[config.mk]
export PLATFORM = sky130hd
export DESIGN_NAME = fzc_counter
export DESIGN_NICKNAME = d
export VERILOG_FILES = /design/src/rtl/fzc_pkg.sv /design/src/rtl/fzc_steer.sv /design/src/rtl/fzc_order.sv /design/src/rtl/fzc_counter.sv
export SDC_FILE = /design/constraint.sdc
export NUM_CORES = 1
export LEC_CHECK = 0
export BUFFER_PORTS_ARGS = -buffer_cell sky130_fd_sc_hd__buf_2
export CAP_MARGIN = 20
export CORE_UTILIZATION = 46
export DETAILED_ROUTE_END_ITERATION = 6
export GPL_TIMING_DRIVEN = 0
export MAX_ROUTING_LAYER = met4
export PLACE_DENSITY = 0.84
export SKIP_LAST_GASP = 1
export SYNTH_ARGS = -nofsm -noshare
export SYNTH_HDL_FRONTEND = slang
export SYNTH_SLANG_ARGS = --single-unit
[constraint.sdc]
create_clock -name clk -period 1.39 [get_ports clk]
set_clock_uncertainty 0.15 [all_clocks]
set_input_delay 0.417 -clock clk [delete_from_list [all_inputs] [get_ports clk]]
set_output_delay 0.417 -clock clk [all_outputs]
set_load 0.005 [all_outputs]
[src/rtl/fzc_pkg.sv]
package fzc_pkg;
  typedef enum logic [2:0] {
    FZC_IDLE  = 3'd0,
    FZC_CLEAR = 3'd1,
    FZC_LOAD  = 3'd2,
    FZC_COUNT = 3'd3,
    FZC_COPY  = 3'd4
  } fzc_op_e;
endpackage

[src/rtl/fzc_steer.sv]
module fzc_steer #(
  parameter int WIDTH = 8
) (
  input  logic [WIDTH-1:0] gate_i,
  output logic [WIDTH-1:0] clr_o,
  output logic [WIDTH-1:0] set_o,
  output logic             wrap_o
);
  localparam int NPASS = WIDTH + 1;
  logic [NPASS-1:0] pass;

  assign pass[0] = 1'b1;
  for (genvar i = 0; i < WIDTH; i++) begin : g_chain
    // the increment reaches order i+1 only through a steering one at order i
    assign pass[i+1] = pass[i] & gate_i[i];
    assign clr_o[i]  = pass[i] & gate_i[i];
    assign set_o[i]  = pass[i] & ~gate_i[i];
  end
  assign wrap_o = pass[WIDTH];
endmodule

[src/rtl/fzc_order.sv]
module fzc_order
  import fzc_pkg::*;
(
  input  logic    clk,
  input  logic    rst_n,
  input  fzc_op_e op_i,
  input  logic    load_bit_i,
  input  logic    clr_i,
  input  logic    set_i,
  output logic    hold_o,
  output logic    gate_o
);
  always_ff @(posedge clk or negedge rst_n) begin
    if (!rst_n) begin
      hold_o <= 1'b0;
      gate_o <= 1'b0;
    end else begin
      case (op_i)
        FZC_CLEAR: begin
          hold_o <= 1'b0;
          gate_o <= 1'b0;
        end
        FZC_LOAD: begin
          hold_o <= load_bit_i;
          gate_o <= load_bit_i;
        end
        FZC_COUNT: begin
          if (clr_i)      hold_o <= 1'b0;
          else if (set_i) hold_o <= 1'b1;
        end
        FZC_COPY: gate_o <= hold_o;
        default: ;
      endcase
    end
  end
endmodule

[src/rtl/fzc_counter.sv]
module fzc_counter
  import fzc_pkg::*;
#(
  parameter int WIDTH = 8
) (
  input  logic             clk,
  input  logic             rst_n,
  input  logic             clear_i,
  input  logic             load_i,
  input  logic [WIDTH-1:0] load_val_i,
  input  logic             count_i,
  input  logic             gate_set_i,
  output logic [WIDTH-1:0] hold_o,
  output logic [WIDTH-1:0] gate_o,
  output logic             carry_o
);
  fzc_op_e          op;
  logic             copy_pend_q;
  logic [WIDTH-1:0] clr_v, set_v;
  logic             wrap;

  always_comb begin
    if (clear_i)                        op = FZC_CLEAR;
    else if (load_i)                    op = FZC_LOAD;
    else if (count_i)                   op = FZC_COUNT;
    else if (gate_set_i || copy_pend_q) op = FZC_COPY;
    else                                op = FZC_IDLE;
  end

  fzc_steer #(.WIDTH(WIDTH)) u_steer (
    .gate_i (gate_o),
    .clr_o  (clr_v),
    .set_o  (set_v),
    .wrap_o (wrap)
  );

  for (genvar i = 0; i < WIDTH; i++) begin : g_order
    fzc_order u_order (
      .clk        (clk),
      .rst_n      (rst_n),
      .op_i       (op),
      .load_bit_i (load_val_i[i]),
      .clr_i      (clr_v[i]),
      .set_i      (set_v[i]),
      .hold_o     (hold_o[i]),
      .gate_o     (gate_o[i])
    );
  end

  // a gate-set colliding with a count is remembered and served next cycle
  always_ff @(posedge clk or negedge rst_n) begin
    if (!rst_n) begin
      copy_pend_q <= 1'b0;
      carry_o     <= 1'b0;
    end else begin
      copy_pend_q <= (op == FZC_COUNT) && gate_set_i;
      carry_o     <= (op == FZC_COUNT) && wrap;
    end
  end
endmodule

After elaboration in Yosys (flattened, before gate mapping)

Index checks and enable logic that the tools add are counted.

Register bits after elaboration: 18
Input port bits: 14
Output and inout bits: 17

Eq/ne operators: 11
Muxes and demuxes: 35
Bitwise operators: 21
Reduce and logical (&&, ||, !) cells: 12

Operators with widths:

| kind                                                                    | count |
|---|---|
| 1-bit case mux with 3 select lines                                      | 16 |
| 3-bit by 1-bit inequality test with 1-bit output, second input constant | 6 |
| 1-bit two-way mux                                                       | 15 |
| 1-bit bitwise AND                                                       | 14 |
| 2-bit AND reduction                                                     | 7 |
| 3-bit two-way mux                                                       | 4 |
| 1-bit NOT                                                               | 7 |
| 3-bit by 2-bit == test with 1-bit output, second input constant         | 2 |
| 3-bit nonzero test                                                      | 2 |
| 3-bit by 1-bit == test with 1-bit output, second input constant         | 1 |
| 3-bit == test, second input constant                                    | 1 |
| 3-bit by 2-bit inequality test with 1-bit output, second input constant | 1 |
| 1-bit logical AND                                                       | 2 |
| 1-bit logical OR                                                        | 1 |

Longest topological paths before layout

Gate-level depths: netlist of run 1.

Depth after elaboration: 10
Mapped depth: 5
Mapped depth without buffers: 3

By module

From an unflattened synthesis of run 1, not the netlist that was laid out.

Cells, all modules: 168
Area, all modules: 1,408.9 sq um

By module, submodules not included:

| module      | instances | cells each | area each (sq um) |
|---|---|---|---|
| fzc_order   | 8         | 17         | 146.4 |
| fzc_steer   | 1         | 22         | 126.4 |
| fzc_counter | 1         | 10         | 111.4 |

Worst setup path after synthesis of run 1

Ideal clock, no wire load.

Kind: input port to flip-flop
From: in gate_set_i
To: reg g_order[3].u_order.gate_o
Library setup time: 0.126 ns
Arrival: 1.269 ns
Data required time: 1.114 ns
Setup slack: -0.155 ns
Cell stages on the path: 5
Path buffers: 2
Path through: or2_0 buf_6 and2_4 buf_6 a221o_1

Word-level cells in the longest chain between the ends: 7
Elaborated cells on any way between the ends: 10
Classes of those cells: eq/ne (3); mux (5); reduce/logical (2)

Ends and longest elaborated chain:

| what                                                                     | line              | text |
|---|---|---|
| start: declaration                                                       | fzc_counter.sv:12 | `input logic gate_set_i,` |
| 1-bit logical OR *                                                       | fzc_counter.sv:26 | `else if (gate_set_i \|\| copy_pend_q) op = FZC_COPY;` |
| 3-bit two-way mux *                                                      | fzc_counter.sv:26 |  |
| 3-bit two-way mux *                                                      | fzc_counter.sv:25 | `else if (count_i) op = FZC_COUNT;` |
| 3-bit two-way mux *                                                      | fzc_counter.sv:24 | `else if (load_i) op = FZC_LOAD;` |
| 3-bit two-way mux *                                                      | fzc_counter.sv:23 | `if (clear_i) op = FZC_CLEAR;` |
| 3-bit == test (tied with other cells)                                    | fzc_order.sv:18   | `case (op_i)` |
| 1-bit case mux with 3 select lines or 3-bit nonzero test (tied branches) | n/a               |  |
| end signal: assignment                                                   | fzc_order.sv:25   | `gate_o <= load_bit_i;` |
| end signal: assignment                                                   | fzc_order.sv:31   | `FZC_COPY: gate_o <= hold_o;` |
| end: declaration                                                         | fzc_order.sv:11   | `output logic gate_o` |

Mark *: on every way between the ends. The rest lies on a longest branch, timed or not.
A chain may end at the register's enable or synchronous reset.

Worst setup path after layout of run 1

From: reg g_order[1].u_order.gate_o
To: out gate_o[1]

RTL lines:

| what                     | line              | text |
|---|---|---|
| start: declaration       | fzc_order.sv:11   |  |
| start signal: assignment | fzc_order.sv:25   |  |
| start signal: assignment | fzc_order.sv:31   |  |
| end: declaration         | fzc_counter.sv:14 | `output logic [WIDTH-1:0] gate_o,` |

No word-level cell between the ends.

==> metrics.cfg, run 1 <==
[outcome]
status=finished with violations
violations=negative setup slack

[grt]
grt_first_pass_wirelength_mm=4.781
grt_usage_pct=26.39
grt_pass1_vias=1098
gr-total-overflow=0
antenna_found_initial=0
grt_start_max_net_pins=19

[logic_synthesis]
syn_avg_cell_area_sq_um=9.331
synth_cell_types=34
syn_area_sq_um=1101
syn-instance-count=118
synth_fp_nets=132
yosys_warnings=0
synth_seq_cells=18
ys_seq_area_share_pct=40.91

[finish]
drive_above_1_share_pct=54.39
most-common-layout-cells=28 x buf_4, 27 x buf_6, 16 x buf_2, 16 x nand2_1, 14 x dfrtp_1
diodes=0
final_common_cell=buf_4
fin_nets=186
synthToLayoutAreaGrowth_pct=50.11
fin_cells=199

[detailed_routing]
route.detailed.drc=0
wl_mm=3.474
wl_per_cell_microns=17.46
via_per_inst=6.015
drtPass1Iterations=4
drtIter0Drc=47
antenna_left=0
vias=1197

[timing]
period_needed_ps=1583
worst_hold_slack_ps=182.8
drv_slew=0
timing.final.hold_violations=0
fmax_ghz=0.6319
max-slew-margin-rel_pct=72.83
fin_ws_ps=-192.6
fin_crit_sh_pct=113.9
rsz0062_at_grt=yes
setup_viol=21
worst_pin_slew_ps=407.6

[worst_hold_path]
min-delay-start=load_val_i[2]
min_path_type=input pin to flop
holdPathEnd=g_order[2].u_order.hold_o
hold_path_depth=3

[power_and_ir_drop]
power.total_uw=1288
cellPowerDensity_nw_per_um2=779.1
peakVddDrop_mv=0.8272
p_leak_uw=0.0007719

[critical_path]
path_max_fanout=4
required_ps=820
r2r_cells=4
r2r_start=g_order[6].u_order.gate_o
arrival_ps=1020
cp-start-kind=flop
critPathKind=flop to output pin
r2r_setup_slack_ps=-100
end_kind=output pin
timing.rr.end=g_order[6].u_order.hold_o

[clock_network]
numCtsBuffers=3
cts_max_level=1
clock-root-buffer=clkbuf_4
clock_latency_ps=310
tritoncts=yes
cts.sinks=18
clock_path_buffers=2
path_clk_slew_ps=110

[die]
rows=17
die_x_microns=50.93
pin_count=31
fp.coreArea_sq_um=2233
die_y_microns=50.93
start_util_pct=49.30
die-area_sq_um=2593

[placement]
dp_hpwl_mm=1.838
placed_cells=176
gp_congestion=0.8253
port_buffers=30

[run]
maxCapViolCount=0

layer usage:
layer  vias up  GRT usage [%]  part of all wire (%)
li1        528              -                     -
met1       573          31.17                    39
met2        76          41.67                    50
met3        20          6.845                   7.9
met4         0          12.96                   3.5
met5         -              -                     0
repair_timing:
item                                    in CTS  in global routing
setup buffers                               17                 12
pin swaps                                    4                  7
hold buffers                                 1                  0
endpoints found under the setup margin      25                 29
resized for setup                           27                 16
endpoints found under the hold margin       18                  0
kinds of logic (layout without fill, tap and decap cells):
group,count (synthesis),in the layout,synth area share [%]
DFF,18,18,40.91
muxes,1,1,0.9091
buffers and inverters,27,80,17.16
AOI/OAI and AO/OA,25,25,17.39
and+or+nand+nor,47,47,23.64
sequential cells by signal (all words and copies together), names as in the netlist:
| register | cells |
|---|---|
| g_order.u_order.gate_o | 8 |
| copy_pend_q | 1 |
| g_order.u_order.hold_o | 8 |
| carry_o | 1 |
worst max-delay path, stage by stage (launching register included):
cell and delay, ps:
dfrtp_2 470, buf_6 130, buf_6 100
synthesized netlist by cell type:
master / instances / area, sq um
nand3_2: 1 / 10.01
nor3_2: 1 / 10.01
o2111a_1: 1 / 11.26
a21oi_1: 3 / 15.01
and2_4: 1 / 8.760
or2_0: 1 / 6.260
or3_1: 4 / 25.02
o22ai_1: 1 / 6.260
buf_6: 3 / 33.78
mux2i_1: 1 / 10.01
buf_4: 16 / 120.1
o21ai_0: 2 / 10.01
nand4_1: 4 / 25.02
nor2_2: 1 / 6.260
a211oi_1: 2 / 15.01
nand3_4: 1 / 17.52
a311oi_1: 2 / 17.52
o211ai_1: 7 / 52.55
and3_1: 1 / 6.260
nor3_1: 1 / 5.000
buf_2: 4 / 20.02
a221o_1: 1 / 10.01
inv_1: 4 / 15.01
o221ai_1: 3 / 26.28
a2111oi_0: 1 / 8.760
and3_2: 1 / 7.510
nor2_1: 2 / 7.510
o21ba_2: 1 / 10.01
nand2b_1: 2 / 12.51
o311ai_0: 1 / 8.760
nand3_1: 8 / 40.04
dfrtp_1: 18 / 450.4
nor2b_1: 2 / 12.51
nand2_1: 16 / 60.06
worst max path at each step:
stage | start | to | slack, ps | cells past startpoint
2_1_floorplan | gate_set_i | g_order[3].u_order.gate_o | -160 | 5
4_1_cts | g_order[1].u_order.gate_o | gate_o[1] | -170 | 2
3_3_place_gp | gate_set_i | g_order[3].u_order.gate_o | -290 | 6
6_report | g_order[1].u_order.gate_o | gate_o[1] | -190 | 2
3_5_place_dp | load_i | g_order[2].u_order.gate_o | -330 | 5
5_1_grt | g_order[1].u_order.gate_o | gate_o[1] | -220 | 2
through the flow:
| step | setup WS [ps] | util (%) | cell area, sq um | setup TNS, ps |
|---|---|---|---|---|
| 6_report | -192.6 | 74.01 | 1653 | -1418 |
| 5_1_grt | -220.6 | 74.01 | 1653 | -2240 |
| 2_1_floorplan | -155.5 | - | 1110 | -155.5 |
| 3_3_place_gp | -293.4 | 57.98 | 1295 | -3826 |
| 4_1_cts | -171.8 | 68.24 | 1524 | -1310 |
| 3_5_place_dp | -334.4 | 57.98 | 1295 | -4352 |
power breakdown:
group | internal, uW | switching [uW] | leakage, uW | total, uW
registers | 556 | 29.6 | 0.000233 | 585
clock network | 160 | 185 | 0.0000210 | 345
logic | 201 | 156 | 0.000518 | 357
total | 917 | 370 | 0.000772 | 1290
layout make-up:
type / instances / area [sq um]
Fill cell: 158 / 580.6
Tap cell: 28 / 35.03
Multi-Input combinational cell: 73 / 506.7
Timing Repair Buffer: 60 / 485.5
Inverter: 4 / 15.01
Clock buffer: 4 / 36.28
Buffer: 12 / 118.9
Sequential cell: 18 / 455.4
Power figures use the tool's default switching activity.
==> run 2, diff against run 1 <==
==> constraint.sdc (replaced) <==
create_clock -name clk -period 1.39 [get_ports clk]
set_clock_uncertainty 0.15 [all_clocks]
set_input_delay 0.278 -clock clk [delete_from_list [all_inputs] [get_ports clk]]
set_output_delay 0.278 -clock clk [all_outputs]
set_load 0.005 [all_outputs]
==> run 2 against run 1 <==
The run still ends with negative setup slack left. Critical path depth did not move. Sequential cell count did not move. Utilization shrank 5.2 points. Non-clock buffer count is 5 lower. Global-route usage shrank 2.1 points. Clock power about the same. Via count down 8.2%. Count of clock-buffer cells in the layout unchanged. Largest cell class is now multi-input combinational cells. Largest power group unchanged. Highest routed layer unchanged.
==> metrics.cfg, run 2 (synthesis results as in run 1) <==
[outcome]
status=finished with violations
violations=negative setup slack

[power_and_ir_drop]
p_leak_uw=0.0007292
power.total_uw=1229
peakVddDrop_mv=0.6721
cellPowerDensity_nw_per_um2=800.1

[placement]
placed_cells=176
port_buffers=30
gp_congestion=0.8480
dp_hpwl_mm=1.834

[grt]
grt_pass1_vias=1023
gr-total-overflow=0
grt_start_max_net_pins=19
antenna_found_initial=0
grt_first_pass_wirelength_mm=4.581
grt_usage_pct=24.33

[timing]
setup_tns_ps=-123.6
fin_crit_sh_pct=104.0
drv_slew=0
max-slew-margin-rel_pct=67.95
fmax_ghz=0.6915
period_needed_ps=1446
worst_pin_slew_ps=479.7
rsz0062_at_grt=yes
fin_ws_ps=-56.17
setup_viol=5
timing.final.hold_violations=0

[finish]
seqCellArea_sq_um=452.9
fin_cells=194
fin_nets=181
final_common_cell=buf_2
top_regs=g_order.u_order.gate_o x8, g_order.u_order.hold_o x8
most-common-layout-cells=27 x buf_2, 26 x buf_4, 16 x nand2_1, 16 x dfrtp_1, 13 x buf_6
multi_input_area_sq_um=510.5
synthToLayoutAreaGrowth_pct=39.55
diodes=0
drive_above_1_share_pct=51.81
fillers=170

[critical_path]
required_ps=960
cp_common_cell=buf_6
endpoint=gate_o[1]
r2r_setup_slack_ps=-20
end_kind=output pin
worstSetupStartpoint=g_order[1].u_order.gate_o
crit_chain=buf_6 -> buf_6
timing.rr.end=g_order[3].u_order.gate_o
cp-start-kind=flop
cpPeakStageDelay_ps=480
path_max_fanout=5
arrival_ps=1020
crit_slowest_cell=dfrtp_2
critPathKind=flop to output pin
r2r_start=copy_pend_q
r2r_cells=3

[clock_network]
path_clk_slew_ps=120
clock_latency_ps=310
cts.sinks=18
clock_path_buffers=2
clock-root-buffer=clkbuf_4
numCtsBuffers=3
cts_max_level=1
tritoncts=yes

[die]
start_util_pct=49.30
pin_count=31
fp.coreArea_sq_um=2233
die_y_microns=50.93
die_x_microns=50.93
rows=17
die-area_sq_um=2593

[detailed_routing]
wl_mm=3.020
route.met2.wl_mm=1.610
met3_length_microns=147
vias=1099
via_per_inst=5.665
route.detailed.drc=0
wl_per_cell_microns=15.57
drtIter0Drc=31
antenna_left=0
wl_met1_mm=1.224
drtPass1Iterations=4
topRoutingLayerUsed=met4

[worst_hold_path]
min_path_type=input pin to flop

[run]
maxCapViolCount=0

==> run 2: cell count changes in the layout (fill, tap and decap cells not counted), moves of 2 or more <==
cell	previous run	this run
buf_4	28	26
buf_2	16	27
buf_6	27	13
dfrtp_1	14	16
dfrtp_2	4	2
==> run 2: area by class of cell <==
class,instances,area share [%]
plain buffers,15,8.306
repair buffers,52,23.37
multi-input cells,73,33.22
clock buffers,4,2.362
flip-flops and latches,18,29.48
well taps,28,2.280
inverters,4,0.9772
==> run 2: power breakdown <==
part           internal (uW)  switching (uW)  total (uW)
sequential               555            30.1         585
combinational            162             137         300
clock                    160             185         345
==> run 2: critical path: cells and delay by family (launching register included) <==
family / cells / cell delay [ps]
DFF: 1 / 480
buffers and inverters: 2 / 230
==> run 2: worst min path at each step <==
stage,start,end,cells after the start
after floorplan,rst_n,carry_o,0
after global placement,rst_n,g_order[2].u_order.hold_o,1
after detailed placement,rst_n,g_order[2].u_order.hold_o,1
after global routing,load_val_i[2],g_order[2].u_order.hold_o,3
final,load_val_i[2],g_order[2].u_order.hold_o,3
after CTS,load_val_i[2],g_order[2].u_order.hold_o,3
==> run 2: timing repair <==
| action | CTS | global route |
|---|---|---|
| setup endpoints to repair | 20 | 25 |
| gates resized for setup | 6 | 19 |
| hold endpoints to repair | 18 | 0 |
| pin swaps | 5 | 6 |
| buffers inserted | 12 | 9 |
| hold buffers | 1 | 0 |
==> run 2: routing by layer <==
layer | track usage, % | up-vias
met3 | 3.571 | 6
met4 | 12.04 | 0
met1 | 29.68 | 534
li1 | - | 515
met2 | 39.25 | 44
met5 | - | -
==> run 2: metrics by stage <==
stage / worst slack, ps / instance area (sq um) / hold WS [ps] / util (%)
after CTS: -63.49 / 1415 / 43.78 / 63.36
after floorplan: -70.29 / 1104 / -167.6 / -
after global placement: -312.7 / 1289 / 76.41 / 57.70
final: -56.17 / 1536 / 36.17 / 68.80
after detailed placement: -353.1 / 1289 / 83.94 / 57.70
after global routing: -100.8 / 1536 / 61.06 / 68.80
==> run 3, diff against run 2 <==
CORE_UTILIZATION = 48   (was 46)
PLACE_DENSITY = 0.83   (was 0.84)
clock period = 1.8 ns   (was 1.39 ns; I/O delays follow)
==> run 3 against run 2 <==
Sequential power fell by 22%. Register-to-register slack improved by 260 ps. Worst hold slack improved by 97 ps. Cell count fell by 7.7%. Setup slack improved by 290 ps. Routed wire length fell by 15%. The flow now finishes without violations. Critical path depth rose by 2. Global-route usage fell by 0.24 points. Highest routed layer unchanged. Non-clock buffer count fell by 13. Sequential share of layout area rose by 4.7 points.
==> metrics.cfg, run 3 (synthesis results as in run 1) <==
[die]
fp.coreArea_sq_um=2062
die_x_microns=49.90
rows=16
start_util_pct=53.40
die-area_sq_um=2490
pin_count=31
die_y_microns=49.90

[worst_hold_path]
min-delay-start=load_val_i[2]
min_path_type=input pin to flop
holdPathEnd=g_order[2].u_order.hold_o
hold_path_depth=3

[detailed_routing]
drtIter0Drc=28
antenna_left=0
wl_per_cell_microns=14.42
via_per_inst=5.637
route.detailed.drc=0
wl_mm=2.581
vias=1009
drtPass1Iterations=4

[power_and_ir_drop]
peakVddDrop_mv=0.3933
p_leak_uw=0.0006438
cellPowerDensity_nw_per_um2=631.2

[grt]
gr-total-overflow=0
antenna_found_initial=0
grt_first_pass_wirelength_mm=4.409
grt_usage_pct=24.10
grt_pass1_vias=1017
grt_start_max_net_pins=19

[timing]
fin_crit_sh_pct=86.90
drv_slew=0
period_needed_ps=1564
max-slew-margin-rel_pct=57.83
setup_viol=0
fin_ws_ps=235.8
fmax_ghz=0.6393
worst_pin_slew_ps=629.1
timing.final.hold_violations=0
rsz0062_at_grt=no

[finish]
synthToLayoutAreaGrowth_pct=19.66
drive_above_1_share_pct=41.45
diodes=0
final_cell_area_sq_um=1318
fin_cells=179
top_regs=g_order.u_order.gate_o x8, g_order.u_order.hold_o x8
fillers=192
most-common-layout-cells=34 x buf_2, 18 x dfrtp_1, 16 x nand2_1, 16 x buf_4, 8 x nand3_1
final_common_cell=buf_2
utilization_pct=63.90
fin_nets=168

[critical_path]
r2r_setup_slack_ps=240
path_buf_inv=1
arrival_ps=1650
required_ps=1890
timing.rr.end=g_order[3].u_order.gate_o
crit_slowest_cell=a2111oi_0
path_max_fanout=9
r2r_start=copy_pend_q
cp-start-kind=flop
end_kind=flop
cp_top_family=compound AO/OA/AOI/OAI gates
critPathKind=flop to flop
r2r_cells=4
cpPeakStageDelay_ps=440
crit_chain=or2_0 -> buf_6 -> a2111oi_0 -> a221o_1

[clock_network]
clock-root-buffer=clkbuf_4
clock_latency_ps=290
path_clk_slew_ps=100
clock_path_buffers=2
ctsResizeCount=0
tritoncts=yes
numCtsBuffers=3
cts.sinks=18
cts_max_level=1

[placement]
gp_congestion=0.8514
dp_hpwl_mm=1.828
placed_cells=175
postPlaceCellArea_sq_um=1285
port_buffers=30
dpl_worst_slack_ps=-12.64

[run]
maxCapViolCount=0

[outcome]
status=completed

run 3: changes by cell type in the layout (fill, tap and decap cells not counted), moves of 2 or more:
| cell | previous run | this run |
|---|---|---|
| dfrtp_1 | 16 | 18 |
| buf_2 | 27 | 34 |
| buf_6 | 13 | 3 |
| a311oi_1 | 0 | 2 |
| dfrtp_2 | 2 | 0 |
| a311oi_2 | 2 | 0 |
| buf_4 | 26 | 16 |
run 3: area by class of cell:
cell class / instances / area (sq um) / share of cell area [%]
inverter: 4 / 15.01 / 1.140
buffer: 23 / 173.9 / 13.20
multi-input combinational: 73 / 461.7 / 35.04
clock buffer: 3 / 22.52 / 1.709
sequential: 18 / 450.4 / 34.19
tap: 27 / 33.78 / 2.564
timing repair buffer: 31 / 160.2 / 12.16
run 3: per-stage QoR:
step	TNS [ps]	total power (uW)	hold WS (ps)
5_1_grt	0	878.5	142.0
3_5_place_dp	-19.88	631.2	169.7
2_1_floorplan	0	560.6	-85.59
3_3_place_gp	0	626.6	166.8
6_report	0	831.5	133.5
4_1_cts	0	836.1	130.5
run 3: worst register-to-register path, stage by stage, from the launching register on:
cell and delay, ps:
dfrtp_1 370, or2_0 230, buf_6 150, a2111oi_0 440, a221o_1 180
run 3: what timing repair did:
item                                   4_1_cts  5_1_grt
endpoints found under the hold margin       18        0
hold buffers                                 1        0
setup buffers                                0        0
run 3: power breakdown:
group	internal (uW)	switching [uW]	total [uW]	leakage (uW)
Clock	77.9	128	205	0.0000138
Combinational	89.7	82.4	172	0.000391
Sequential	428	26.1	454	0.000239
Total	596	236	832	0.000644
run 3: worst max path at each step:
| stage | start | end | slack [ps] | cells past startpoint |
|---|---|---|---|---|
| finish | copy_pend_q | g_order[3].u_order.gate_o | 240 | 4 |
| global route | g_order[1].u_order.gate_o | g_order[5].u_order.hold_o | 140 | 3 |
| CTS | copy_pend_q | g_order[3].u_order.gate_o | 220 | 4 |
| detailed placement | count_i | g_order[3].u_order.gate_o | -10 | 4 |
| global placement | count_i | g_order[0].u_order.gate_o | 20 | 5 |
| floorplan | gate_set_i | g_order[3].u_order.gate_o | 310 | 5 |
run 3: per-layer routing:
metal  vias to the layer above  part of all wire [%]  GRT usage (%)
li1                        484                     -              -
met1                       477                    44          29.46
met2                        44                    49          39.19
met3                         4                   5.7          3.086
met4                         0                   1.6          11.43
met5                         -                     0              -
